===== src/rtl/ret_seq_pkg.sv =====
package ret_seq_pkg;

   typedef enum logic [2:0] {
      ST_RUN    = 3'd0,
      ST_PARK   = 3'd1,
      ST_HOLD   = 3'd2,
      ST_RAMP   = 3'd3,
      ST_SETTLE = 3'd4
   } seq_st_t;

   typedef struct packed {
      logic retain;
      logic park;
      logic grant;
   } seq_out_t;

   function automatic seq_out_t decode_outputs(seq_st_t st);
      seq_out_t o;
      o.retain = (st == ST_HOLD);
      o.park   = (st != ST_RUN);
      o.grant  = (st == ST_RUN);
      return o;
   endfunction

endpackage


===== src/rtl/ret_seq_sync.sv =====
module ret_seq_sync #(
   parameter int STAGES = 2
) (
   input  logic clk,
   input  logic rst_n,
   input  logic d_in,
   output logic d_out
);

   generate
      if (STAGES < 0) begin : g_bad_stages
         $error("ret_seq_sync: STAGES must not be negative");
      end

      if (STAGES == 0) begin : g_pass
         assign d_out = d_in;
      end else if (STAGES == 1) begin : g_one
         logic q;
         always_ff @(posedge clk or negedge rst_n) begin
            if (!rst_n) q <= 1'b0;
            else        q <= d_in;
         end
         assign d_out = q;
      end else begin : g_chain
         logic [STAGES-1:0] q;
         always_ff @(posedge clk or negedge rst_n) begin
            if (!rst_n) q <= '0;
            else        q <= {q[STAGES-2:0], d_in};
         end
         assign d_out = q[STAGES-1];
      end
   endgenerate

endmodule


===== src/rtl/ret_seq_timer.sv =====
module ret_seq_timer #(
   parameter int COUNT = 4
) (
   input  logic clk,
   input  logic rst_n,
   input  logic run,
   output logic done
);

   localparam int W = (COUNT < 1) ? 1 : $clog2(COUNT + 1);
   localparam logic [W-1:0] LIMIT = W'(COUNT);

   generate
      if (COUNT < 1) begin : g_bad_count
         $error("ret_seq_timer: COUNT must be at least 1");
      end
   endgenerate

   logic [W-1:0] cnt_q;

   always_ff @(posedge clk or negedge rst_n) begin
      if (!rst_n)              cnt_q <= '0;
      else if (!run)           cnt_q <= '0;
      else if (cnt_q != LIMIT) cnt_q <= cnt_q + 1'b1;
   end

   assign done = run && (cnt_q == LIMIT);

   // the count never passes its limit
   a_r7_cnt_cap: assert property (@(posedge clk) disable iff (!rst_n)
      cnt_q <= LIMIT);

   // a count that has not been stopped advances by exactly one
   a_r7_cnt_step: assert property (@(posedge clk) disable iff (!rst_n)
      (run && cnt_q != LIMIT) |=> (!run || cnt_q == $past(cnt_q) + 1'b1));

endmodule


===== src/rtl/sram_ret_seq.sv =====
module sram_ret_seq
   import ret_seq_pkg::*;
#(
   parameter longint CLK_HZ      = 100_000_000,
   parameter longint RECOVER_US  = 5000,
   parameter int     PARK_CYCLES = 4,
   parameter int     SYNC_STAGES = 2
) (
   input  logic       clk,
   input  logic       rst_n,
   input  logic       sleep_req,
   input  logic       wake_req,
   input  logic       supply_ok,
   output logic       vreg_retain,
   output logic       mem_sel_park,
   output logic       acc_grant,
   output logic [2:0] state_code
);

   localparam longint RECOVER_L      = (CLK_HZ * RECOVER_US) / 64'd1_000_000;
   localparam int     RECOVER_CYCLES = int'(RECOVER_L);

   generate
      if (RECOVER_CYCLES < 1) begin : g_bad_recover
         $error("sram_ret_seq: recovery interval rounds to zero cycles");
      end
      if (PARK_CYCLES < 1) begin : g_bad_park
         $error("sram_ret_seq: PARK_CYCLES must be at least 1");
      end
   endgenerate

   seq_st_t  st_q, st_d;
   logic     wake_pend_q;
   logic     good_s;
   logic     park_done;
   logic     settle_done;
   seq_out_t outs;

   ret_seq_sync #(.STAGES(SYNC_STAGES)) i_sync (
      .clk   (clk),
      .rst_n (rst_n),
      .d_in  (supply_ok),
      .d_out (good_s)
   );

   ret_seq_timer #(.COUNT(PARK_CYCLES)) i_park_tmr (
      .clk   (clk),
      .rst_n (rst_n),
      .run   (st_q == ST_PARK),
      .done  (park_done)
   );

   ret_seq_timer #(.COUNT(RECOVER_CYCLES)) i_settle_tmr (
      .clk   (clk),
      .rst_n (rst_n),
      .run   (st_q == ST_SETTLE),
      .done  (settle_done)
   );

   always_comb begin
      st_d = st_q;
      unique case (st_q)
         ST_RUN:    if (sleep_req) st_d = ST_PARK;
         ST_PARK:   if (park_done) st_d = ST_HOLD;
         ST_HOLD:   if (wake_req || wake_pend_q) st_d = ST_RAMP;
         ST_RAMP:   if (good_s) st_d = ST_SETTLE;
         ST_SETTLE: begin
            if (!good_s)          st_d = ST_RAMP;
            else if (settle_done) st_d = ST_RUN;
         end
         default:   st_d = ST_RUN;
      endcase
   end

   always_ff @(posedge clk or negedge rst_n) begin
      if (!rst_n) begin
         st_q        <= ST_RUN;
         wake_pend_q <= 1'b0;
      end else begin
         st_q <= st_d;
         if (st_q == ST_PARK && wake_req) wake_pend_q <= 1'b1;
         else if (st_q != ST_PARK)        wake_pend_q <= 1'b0;
      end
   end

   assign outs         = decode_outputs(st_q);
   assign vreg_retain  = outs.retain;
   assign mem_sel_park = outs.park;
   assign acc_grant    = outs.grant;
   assign state_code   = st_q;

   // a sleep request in RUN parks the memory next cycle
   a_r2_sleep_parks: assert property (@(posedge clk) disable iff (!rst_n)
      (st_q == ST_RUN && sleep_req) |=> (st_q == ST_PARK));

   // the regulator is never told to drop before standby is held
   a_r3_park_first: assert property (@(posedge clk) disable iff (!rst_n)
      $rose(vreg_retain) |-> $past(mem_sel_park));

   // a remembered wake leaves HOLD at once
   a_r5_pend_wakes: assert property (@(posedge clk) disable iff (!rst_n)
      (st_q == ST_HOLD && wake_pend_q) |=> (st_q == ST_RAMP));

   // access is only re-granted after a completed recovery count
   a_r7_grant_after_count: assert property (@(posedge clk) disable iff (!rst_n)
      $rose(acc_grant) |-> $past(settle_done));

   // loss of supply during recovery returns to waiting for it
   a_r8_dropout: assert property (@(posedge clk) disable iff (!rst_n)
      (st_q == ST_SETTLE && !good_s) |=> (st_q == ST_RAMP));

   // retention level is asserted only with access blocked
   a_r9_no_access_low: assert property (@(posedge clk) disable iff (!rst_n)
      vreg_retain |-> !acc_grant);

endmodule


===== config.mk =====
export PLATFORM = sky130hd
export DESIGN_NAME = sram_ret_seq
export DESIGN_NICKNAME = d
export VERILOG_FILES = /design/src/rtl/ret_seq_pkg.sv /design/src/rtl/ret_seq_sync.sv /design/src/rtl/ret_seq_timer.sv /design/src/rtl/sram_ret_seq.sv
export SDC_FILE = /design/constraint.sdc
export NUM_CORES = 1
export LEC_CHECK = 0
export BUFFER_PORTS_ARGS = -buffer_cell sky130_fd_sc_hd__clkbuf_2
export CORE_AREA = 2 2 73 75
export CTS_CLUSTER_DIAMETER = 60
export DETAILED_ROUTE_END_ITERATION = 16
export DIE_AREA = 0 0 75 77
export PLACE_DENSITY = 0.47
export REMOVE_ABC_BUFFERS = 1
export SETUP_SLACK_MARGIN = 0.4
export SLEW_MARGIN = 30
export SYNTH_ARGS = -nofsm -noshare
export SYNTH_HDL_FRONTEND = slang
export SYNTH_SLANG_ARGS = --single-unit

===== constraint.sdc =====
create_clock -name clk -period 2.3 [get_ports clk]
set_input_delay 0.115 -clock clk [delete_from_list [all_inputs] [get_ports clk]]
set_output_delay 0.115 -clock clk [all_outputs]
set_load 0.02 [all_outputs]

After elaboration in Yosys (flattened, before gate mapping)
Index checks and enable logic that the tools add are counted.
Storage, ports and cells
  register bits after elaboration: 28
Operators by class
  reduce and logical (&&, ||, !) cells: 8
  add/sub/neg operators: 2
  eq/ne operators: 16
  muxes and demuxes: 13
Operators by type and width (number)
  $mux 19: 2
  $mux 3: 8
  $add 19x1->19 const B: 1
  $eq 19x19->1 const B: 1
  $ne 19x19->1 const B: 1
  $pmux 3 s5: 1
  $ne 2x2->1 const B: 4
  $eq 3x2->1 const B: 2
  $eq 3x3->1 const B: 2
  $ne 3x3->1 const B: 2
  $reduce_and 5->1: 1
  $ne 2x1->1 const B: 2
  $add 3x1->3 const B: 1
  $eq 3x1->1 const B: 1
  $logic_and 1x1->1: 3
  $logic_not 3->1: 1
  $ne 3x1->1 const B: 1
  $reduce_bool 3->1: 1
  $mux 1: 2
  $reduce_bool 2->1: 1
  $logic_or 1x1->1: 1

Longest topological paths before layout
Gate-level depths: netlist of the first run.
  word-level depth: 5
  gate-level depth with buffers: 6
  depth with buffers taken out: 6

Hierarchy
Synthesis of the first run repeated with hierarchy kept, for this count alone.
Second synthesis, totals
  cell total of the unflattened synthesis: 158
  area total of the unflattened synthesis: 1515.2 um^2
Modules (own cells, without submodules)
  ret_seq_timer (i_settle_tmr): times used 1, area an instance 1047.3 um^2, cells an instance 110
  sram_ret_seq: times used 1, area an instance 247.7 um^2, cells an instance 28
  ret_seq_timer (i_park_tmr): times used 1, area an instance 170.2 um^2, cells an instance 18
  ret_seq_sync: times used 1, area an instance 50.0 um^2, cells an instance 2

Least setup slack after synthesis of the first run
No wires, ideal clock.
  path type: reg2reg
  start point: reg i_settle_tmr.cnt_q[11]
  end point: reg i_settle_tmr.cnt_q[2]
  arrival: 1591 ps
  stages on the path, launching flop included: 4
  path slack: 557 ps
  clock period less this slack: 1743 ps
  cell sequence: dfrtp_1 or4_1 nor4_1 o21ai_0
Between the ends
  longest elaborated chain between the ends: 2
RTL lines
  from (decl): line ret_seq_timer.sv:19  | logic [W-1:0] cnt_q;
  from (signal assigned): line ret_seq_timer.sv:24  | else if (cnt_q != LIMIT) cnt_q <= cnt_q + 1'b1;
  $ne 19x19->1: line ret_seq_timer.sv:24
  $ne 2x2->1 (no line)
Every way passes these cells.
A chain may end at the register's enable or synchronous reset.

Worst setup path after layout of the first run
  start point: reg i_settle_tmr.cnt_q[5]
  end point: reg i_settle_tmr.cnt_q[18]
Between the ends
  longest elaborated chain between the ends: 3
RTL lines
  $add 19x1->19: line ret_seq_timer.sv:24
  $mux 19: line ret_seq_timer.sv:24
  $mux 19: line ret_seq_timer.sv:23  | else if (!run) cnt_q <= '0;
Parallel ways exist; a longest one is shown, timed or not. The select of a mux whose other input is x is not followed.

==> flow_summary.ini, run 1 <==
[floorplan]
start_util_pct = 28.8
die_h_um = 77
die_x_um = 75
dieArea_sq_mm = 0.00578
core_area_sq_mm = 0.00498
io_pins = 11
rows = 26

[synth]
synth.distinct_cells = 33
yosysMostFrequentCell = dfrtp_1
async_flop_share_pct = 100
synth_area_leaders = dfrtp_1, nor2_1, xnor2_1
synthCells = 151
synth_common_cells = dfrtp_1, nor2_1, nand2_1, inv_1, xnor2_1
synth-seq-cells = 28
ys.flop_type = dfrtp_1
synthesis.area_sq_mm = 0.00144
yosys_warnings = 0
synth_edf_count = 0
synth_area_leader_cell = dfrtp_1
yosysTopAreaCellShare_pct = 48.8
avgSynthCellArea_sq_um = 9.50
yosysSeqAreaShare_pct = 48.8

[timing]
tns_ps = 0
fmaxAchievable_mhz = 554
finClkSkew_ps = 8.06
period_share_pct = 78.4
rsz0062_at_grt = no
setup_viol = 0
hold_viol = 0
tightest_slew_ps = 704
slew_violations = 0
period_needed_ps = 1800
slew_headroom_pct = 53.0

[routing]
remaining_drc_errors = 0
vias = 1121
routedWlPerCell_um = 12.2
drt-total-wl_um = 2920
drtIter0Drc = 58
drt-vias-per-instance = 4.67
postRouteAntennaNets = 0
drt_first_pass_iters = 4

[critical_path]
path_cells = nand4_4, or4_4, or3_1, a21oi_1
r2r_setup_slack_ps = 500
ff2ff_path_depth = 4
slowest_stage = or4_4
start_kind = flop
worstSetupStartpoint = i_settle_tmr.cnt_q[5]
endpoint_kind = flop
r2r-end = i_settle_tmr.cnt_q[18]
crit_fanout = 8
crit_arrival_ps = 2000
required_ps = 2490
worstSetupEndpoint = i_settle_tmr.cnt_q[18]
max_stage_delay_ps = 590
r2r_start = i_settle_tmr.cnt_q[5]
criticalPathCategory = reg2reg

[global_route]
top_usage_layer = met2
grt_pass1_wl_um = 4850
grt_usage_pct = 10.7
first_global_vias = 1038
grt_max_degree = 29
grt_use_met3_pct = 1.97
met2_usage_pct = 16.8
overflow = 0
grtUsageMet1_pct = 14.6
grt_antenna_before_repair = 0

[flow_run]
maxCapViolCount = 0

[cts]
clock_path_buffers = 2
cts-htree-levels = 1
clockRootBuffer = clkbuf_8
cts_tree = yes
cts.sinks = 28
cts_inserted_buffers = 3
path_clk_slew_ps = 100
clk_latency_ps = 280

[power_and_ir_drop]
power_density_mw_per_mm2 = 777
peakVddDrop_uv = 310
p_leak_nw = 0.672

[placement]
dp_cells = 229
gp_congestion = 0.793
port_buffers = 10
hpwl_um = 2020

[hold_path]
worst_hold_path_type = in2reg
min_from = wake_req

[final_layout]
ff_latch_area_sq_um = 708
multi_input_area_sq_um = 707
synthToLayoutAreaGrowth_pct = 20.3
layoutNonFillerInstCount = 240
nets = 180
fillers = 503
antenna_cells = 0
drive_above_1_share_pct = 19.4

[status]
status = complete, no violations
## timing repair
action / CTS / global route
hold endpoints to repair: 29 / 0
setup endpoints to repair: 1 / 3
buffers inserted: 0 / 5
pin swaps: 0 / 1
resized for setup: 1 / 9
cloned: 0 / 0
hold buffers: 2 / 0
## worst min path at each step
| stage | slack, ps | cells past startpoint | endpoint |
|---|---|---|---|
| global route | 120 | 3 | wake_pend_q |
| detailed placement | 220 | 1 | i_settle_tmr.cnt_q[17] |
| CTS | 70 | 3 | wake_pend_q |
| floorplan | -180 | 0 | i_park_tmr.cnt_q[0] |
| finish | 80 | 3 | wake_pend_q |
| global placement | 200 | 1 | i_settle_tmr.cnt_q[15] |
## layer usage
metal / vias up / share of wire, %
met1: 550 / 49
met4: 0 / 0.62
met2: 10 / 48
met5: - / 0
met3: 2 / 2.7
li1: 559 / -
## power breakdown
part           internal (W)  leakage [nW]  switching, W  total (W)
Sequential         0.000547         0.368     0.0000749   0.000622
Combinational      0.000130         0.268      0.000195   0.000325
Clock              0.000233        0.0357      0.000161   0.000394
Total              0.000911         0.672      0.000430    0.00134
## cell usage in the layout (no fill, tap or decap), types with 4 or more instances in the layout
cell / synthesis / routed
dfrtp_1: 28 / 22
nor2_1: 19 / 19
nand2_1: 15 / 15
inv_1: 10 / 10
clkbuf_2: 0 / 10
xnor2_1: 8 / 8
a21oi_1: 7 / 7
nand3_1: 7 / 6
dfrtp_2: 0 / 6
buf_4: 0 / 6
or3_1: 5 / 5
o21ai_0: 5 / 5
nor3_1: 5 / 5
nand4_1: 4 / 4
xor2_1: 4 / 4
## state kept, by name, indices dropped and copies added, names as in the netlist
register / count
state_code: 3
wake_pend_q: 1
i_settle_tmr.cnt_q: 19
i_sync.g_chain.q: 2
i_park_tmr.cnt_q: 3
## cell families after synthesis
kind of cell	count (synthesis)	share of synthesized area (%)
compound gates	19	7.93
xor+xnor	12	7.32
fa+ha+maj	4	3.49
buf+inv	13	3.40
flops	28	48.8
mux	2	1.39
simple gates	73	27.6
## critical path, delay by kind of cell (launching register included)
family / cells / cell delay, ps
DFF: 1 / 440
AOI/OAI and AO/OA: 1 / 140
and+or+nand+nor: 3 / 1130
## per-stage QoR
stage	utilization, %	hold slack (ps)	total power [W]	instance area [sq um]	setup WS, ps
after detailed placement	31.5	217	0.000959	1570	359
after global routing	34.7	120	0.00143	1730	396
after CTS	33.5	72.9	0.00136	1670	410
after floorplan	-	-181	0.000851	1420	554
after global placement	31.5	204	0.000941	1570	446
final	34.7	81.6	0.00134	1730	496
## layout make-up
| cell class | instances | area share (%) |
|---|---|---|
| flip-flops and latches | 28 | 41.0 |
| multi-input cells | 110 | 40.9 |
| repair buffers | 18 | 6.67 |
| well taps | 70 | 5.07 |
| clock buffers | 3 | 2.39 |
| inverters | 10 | 2.17 |
| clock inverters | 1 | 1.74 |
(Power assumes the default switching activity.)
==> run 2: changes to the inputs <==
--- a/config.mk
+++ b/config.mk
@@ -10,7 +10,7 @@
 export CTS_CLUSTER_DIAMETER = 60
 export DETAILED_ROUTE_END_ITERATION = 16
 export DIE_AREA = 0 0 75 77
-export PLACE_DENSITY = 0.47
+export PLACE_DENSITY = 0.49
 export REMOVE_ABC_BUFFERS = 1
 export SETUP_SLACK_MARGIN = 0.4
 export SLEW_MARGIN = 30
==> constraint.sdc (replaced) <==
create_clock -name clk -period 1.55 [get_ports clk]
set_input_delay 0.0775 -clock clk [delete_from_list [all_inputs] [get_ports clk]]
set_output_delay 0.0775 -clock clk [all_outputs]
set_load 0.02 [all_outputs]
==> flow_summary.ini, run 2 (synthesis results as in run 1) <==
[timing]
fmaxAchievable_mhz = 593
tns_ps = -551
slew_headroom_pct = 50.1
period_share_pct = 109
fin_ws_ps = -137
period_needed_ps = 1690
hold_ws_ps = 52.5
rsz0062_at_grt = yes
tightest_slew_ps = 748
slew_violations = 0
hold_viol = 0
finClkSkew_ps = 4.76
setup_viol = 11

[final_layout]
most-common-layout-cells = buf_4, dfrtp_1, buf_6
drive_above_1_share_pct = 53.9
synthToLayoutAreaGrowth_pct = 72.0
post-route-util_pct = 49.6
layoutNonFillerInstCount = 287
largest_register_ffs = 19
nets = 227
final_common_cell = buf_4
antenna_cells = 0
regMostFlops = i_settle_tmr.cnt_q

[global_route]
grt_antenna_before_repair = 0
grt_max_degree = 29
grt_pass1_wl_um = 6530
overflow = 0
first_global_vias = 1378
grt_usage_pct = 14.6

[placement]
dp_cells = 252
hpwl_um = 2360
port_buffers = 10
gp_congestion = 0.785

[routing]
vias = 1365
drt-vias-per-instance = 4.76
top_layer = met4
drt-total-wl_um = 4130
drtIter0Drc = 30
drt_first_pass_iters = 4
postRouteAntennaNets = 0
routedWlPerCell_um = 14.4
remaining_drc_errors = 0
drt-met1-wl_um = 1740
dr_wl_met3_um = 113
wl_met2_um = 2260

[critical_path]
r2r_setup_slack_ps = -140
criticalPathCategory = reg2reg
crit_fanout = 2
crit_arrival_ps = 1900
worstSetupEndpoint = i_settle_tmr.cnt_q[18]
crit_buf_inv = 0
max_stage_delay_ps = 440
worstSetupStartpoint = i_settle_tmr.cnt_q[0]
r2r-end = i_settle_tmr.cnt_q[18]
ff2ff_path_depth = 5
path_cells = ha_4, nand3_4, or4_4, or3_4, a21oi_2
cp.depth = 5
required_ps = 1770
slowest_stage = dfrtp_1
cp_top_family = simple AND/OR/NAND/NOR gates
endpoint_kind = flop
start_kind = flop
r2r_start = i_settle_tmr.cnt_q[0]

[cts]
clockRootBuffer = clkbuf_8
path_clk_slew_ps = 100
cts-htree-levels = 1
cts.sinks = 28
clock_path_buffers = 2
clk_latency_ps = 280
cts_tree = yes
cts_inserted_buffers = 3

[floorplan]
io_pins = 11
die_x_um = 75
start_util_pct = 28.8
rows = 26
core_area_sq_mm = 0.00498
die_h_um = 77
dieArea_sq_mm = 0.00578

[status]
violations = setup timing
status = finished, violations left

[power_and_ir_drop]
p_leak_nw = 1.09
p_clk_share_pct = 18.6
peakVddDrop_uv = 575
finalPower_w = 0.00254
p_sw_share_pct = 34.9
p_int_w = 0.00165
seqPwrFrac_pct = 35.1
netSwitchingPower_w = 0.000887
power_density_mw_per_mm2 = 1030
pwr-share-comb_pct = 46.3

[hold_path]
hold_depth = 3
worst_hold_path_type = in2reg
min_from = wake_req

[flow_run]
maxCapViolCount = 0
## run 2: changes by cell type in the layout (fill, tap and decap cells not counted), sizes merged
cell	delta
buf	+52
bufinv	-1
clkbuf	-4
## run 2: worst min path at each step
stage,to
global placement,i_settle_tmr.cnt_q[16]
detailed placement,state_code[0]
finish,wake_pend_q
floorplan,i_park_tmr.cnt_q[0]
CTS,wake_pend_q
global route,wake_pend_q
## run 2: worst reg2reg max path, stage by stage, from the launching register on
cell and delay (ps):
dfrtp_1 440, ha_4 180, nand3_4 80, or4_4 430, or3_4 380, a21oi_2 120
## run 2: what timing repair did
| action | 4_1_cts | 5_1_grt |
|---|---|---|
| hold buffers | 2 | 0 |
| endpoints found under the hold margin | 29 | 0 |
| pin swaps | 33 | 28 |
| gates resized for setup | 57 | 52 |
| setup endpoints to repair | 26 | 31 |
| buffers inserted | 14 | 14 |
| gates cloned | 1 | 0 |
## run 2: routing by layer
metal	track usage (%)	vias to the layer above
met5	0	-
li1	-	655
met1	18.1	683
met2	25.1	25
met4	4.46	0
met3	2.76	2
## run 2: layout make-up
class	instances	area, sq um
timing repair buffer	65	609
multi-input combinational	110	972
clock buffer	4	55.1
fill	443	2510
tap	70	87.6
inverter	10	37.5
sequential	28	707
## run 2: through the flow
| step | instance area (sq um) | worst slack (ps) |
|---|---|---|
| 4_1_cts | 2160 | -96.9 |
| 3_5_place_dp | 1740 | -102 |
| 2_1_floorplan | 1420 | -196 |
| 6_report | 2470 | -137 |
| 5_1_grt | 2470 | -196 |
| 3_3_place_gp | 1740 | -66.7 |
## run 2: power groups by stage
stage	Combinational, W	Sequential, W	Clock, W
6_report	0.00118	0.000891	0.000473
5_1_grt	0.00126	0.000899	0.000523
4_1_cts	0.000904	0.000882	0.000481
3_5_place_dp	0.000488	0.000936	0
3_3_place_gp	0.000475	0.000927	0
2_1_floorplan	0.000315	0.000948	0
==> run 3: changes to the inputs <==
--- a/config.mk
+++ b/config.mk
@@ -6,11 +6,11 @@
 export NUM_CORES = 1
 export LEC_CHECK = 0
 export BUFFER_PORTS_ARGS = -buffer_cell sky130_fd_sc_hd__clkbuf_2
-export CORE_AREA = 2 2 73 75
+export CORE_AREA = 2 2 63 65
 export CTS_CLUSTER_DIAMETER = 60
 export DETAILED_ROUTE_END_ITERATION = 16
-export DIE_AREA = 0 0 75 77
-export PLACE_DENSITY = 0.49
+export DIE_AREA = 0 0 65 67
+export PLACE_DENSITY = 0.61
 export REMOVE_ABC_BUFFERS = 1
 export SETUP_SLACK_MARGIN = 0.4
 export SLEW_MARGIN = 30
==> flow_summary.ini, run 3 (synthesis results as in run 1) <==
[floorplan]
io_pins = 11
dieArea_sq_mm = 0.00436
core_area_sq_mm = 0.00361
die_h_um = 67
rows = 22
start_util_pct = 39.8
die_x_um = 65

[power_and_ir_drop]
p_int_w = 0.00155
seqPwrFrac_pct = 37.4
p_sw_share_pct = 35.1
power_density_mw_per_mm2 = 1040
peakVddDrop_uv = 644
p_clk_share_pct = 19.0
p_leak_nw = 1.06
pwr-share-comb_pct = 43.6
netSwitchingPower_w = 0.000839

[routing]
drt_first_pass_iters = 4
postRouteAntennaNets = 0
remaining_drc_errors = 0
routedWlPerCell_um = 15.7
vias = 1363
drt-total-wl_um = 4090
drt-vias-per-instance = 5.22
drtIter0Drc = 63

[critical_path]
max_stage_delay_ps = 440
path_cells = ha_2, nand3_2, or4_4, or3_4, a21oi_2
criticalPathCategory = reg2reg
endpoint_kind = flop
slowest_stage = or4_4
required_ps = 1760
crit_fanout = 2
crit_arrival_ps = 1890
start_kind = flop

[final_layout]
largest_register_ffs = 19
antenna_cells = 0
nets = 223
most-common-layout-cells = buf_4, dfrtp_1, nor2_1
regMostFlops = i_settle_tmr.cnt_q
fillers = 268
synthToLayoutAreaGrowth_pct = 60.9
final_common_cell = buf_4
layoutNonFillerInstCount = 261
drive_above_1_share_pct = 51.2
final_area_sq_mm = 0.00231

[cts]
clockRootBuffer = clkbuf_8
cts.sinks = 28
path_clk_slew_ps = 90
clock_path_buffers = 2
cts_tree = yes
cts_inserted_buffers = 3
clk_latency_ps = 280
cts-htree-levels = 1

[global_route]
grt_antenna_before_repair = 0
first_global_vias = 1381
grt_pass1_wl_um = 6530
overflow = 0
grt_max_degree = 29
grt_usage_pct = 19.8

[timing]
tightest_slew_ps = 703
fin_ws_ps = -129
period_needed_ps = 1680
fmaxAchievable_mhz = 595
slew_headroom_pct = 53.1
period_share_pct = 108
finClkSkew_ps = 1.40
slew_violations = 0
setup_viol = 9
rsz0062_at_grt = yes
hold_viol = 0

[placement]
gp_congestion = 0.761
place_area_sq_mm = 0.00173
hpwl_um = 2320
dp_cells = 232
port_buffers = 10

[status]
violations = setup timing
status = finished, violations left

[flow_run]
maxCapViolCount = 0

[hold_path]
worst_hold_path_type = in2reg
## run 3: metal layers
metal	GRT usage [%]	up-vias	routed length, um
met5	0	-	0
met4	7.18	0	83
met3	2.03	10	47
met2	36.2	14	2210
met1	24.1	687	1750
li1	-	652	-
## run 3: final timing paths
kind | slack [ps] | to | depth (start not counted) | startpoint
worst max-delay path | -130 | i_settle_tmr.cnt_q[18] | 5 | i_settle_tmr.cnt_q[0]
min in group asynchronous | 370 | i_settle_tmr.cnt_q[3] | 2 | rst_n
worst min-delay path | 80 | wake_pend_q | 3 | wake_req
max in group asynchronous | 700 | state_code[1] | 2 | rst_n
worst max register to register | -130 | i_settle_tmr.cnt_q[18] | 5 | i_settle_tmr.cnt_q[0]
worst min register to register | 360 | i_sync.g_chain.q[1] | 0 | i_sync.g_chain.q[0]
## run 3: area by class of cell
cell class	instances	area [sq um]	share of cell area, %
Tap cell	48	60.1	2.60
Sequential cell	28	704	30.5
Clock buffer	4	55.1	2.38
Timing Repair Buffer	61	517	22.4
Inverter	10	37.5	1.63
Multi-Input combinational cell	110	936	40.5
## run 3: worst max-delay path, delay by kind of cell (launching register included)
family / cells / cell delay, ps
and+or+nand+nor: 3 / 920
DFF: 1 / 380
adders and majority gates: 1 / 200
AOI/OAI and AO/OA: 1 / 120
## run 3: per-stage QoR
stage	power (W)	hold slack, ps	TNS [ps]	util (%)	worst slack [ps]
2_1_floorplan	0.00126	-218	-994	-	-196
3_3_place_gp	0.00140	147	-226	48.0	-58.8
3_5_place_dp	0.00143	160	-547	48.0	-92.7
4_1_cts	0.00221	51.7	-351	59.4	-92.0
5_1_grt	0.00252	107	-1320	64.1	-194
6_report	0.00239	78.8	-775	64.1	-129
## run 3: power by group through the flow
stage	Combinational [W]	Clock (W)	Sequential, W
after floorplan	0.000315	0	0.000948
after global placement	0.000471	0	0.000931
after detailed placement	0.000494	0	0.000936
after CTS	0.000862	0.000461	0.000887
after global routing	0.00111	0.000498	0.000907
final	0.00104	0.000456	0.000895
## run 3: what timing repair did
item | in CTS | in global routing
pin swaps | 33 | 19
gates resized for setup | 49 | 32
hold buffers | 2 | 0
hold endpoints to repair | 29 | 0
setup buffers | 15 | 6
gates cloned | 2 | 0
endpoints found under the setup margin | 26 | 26
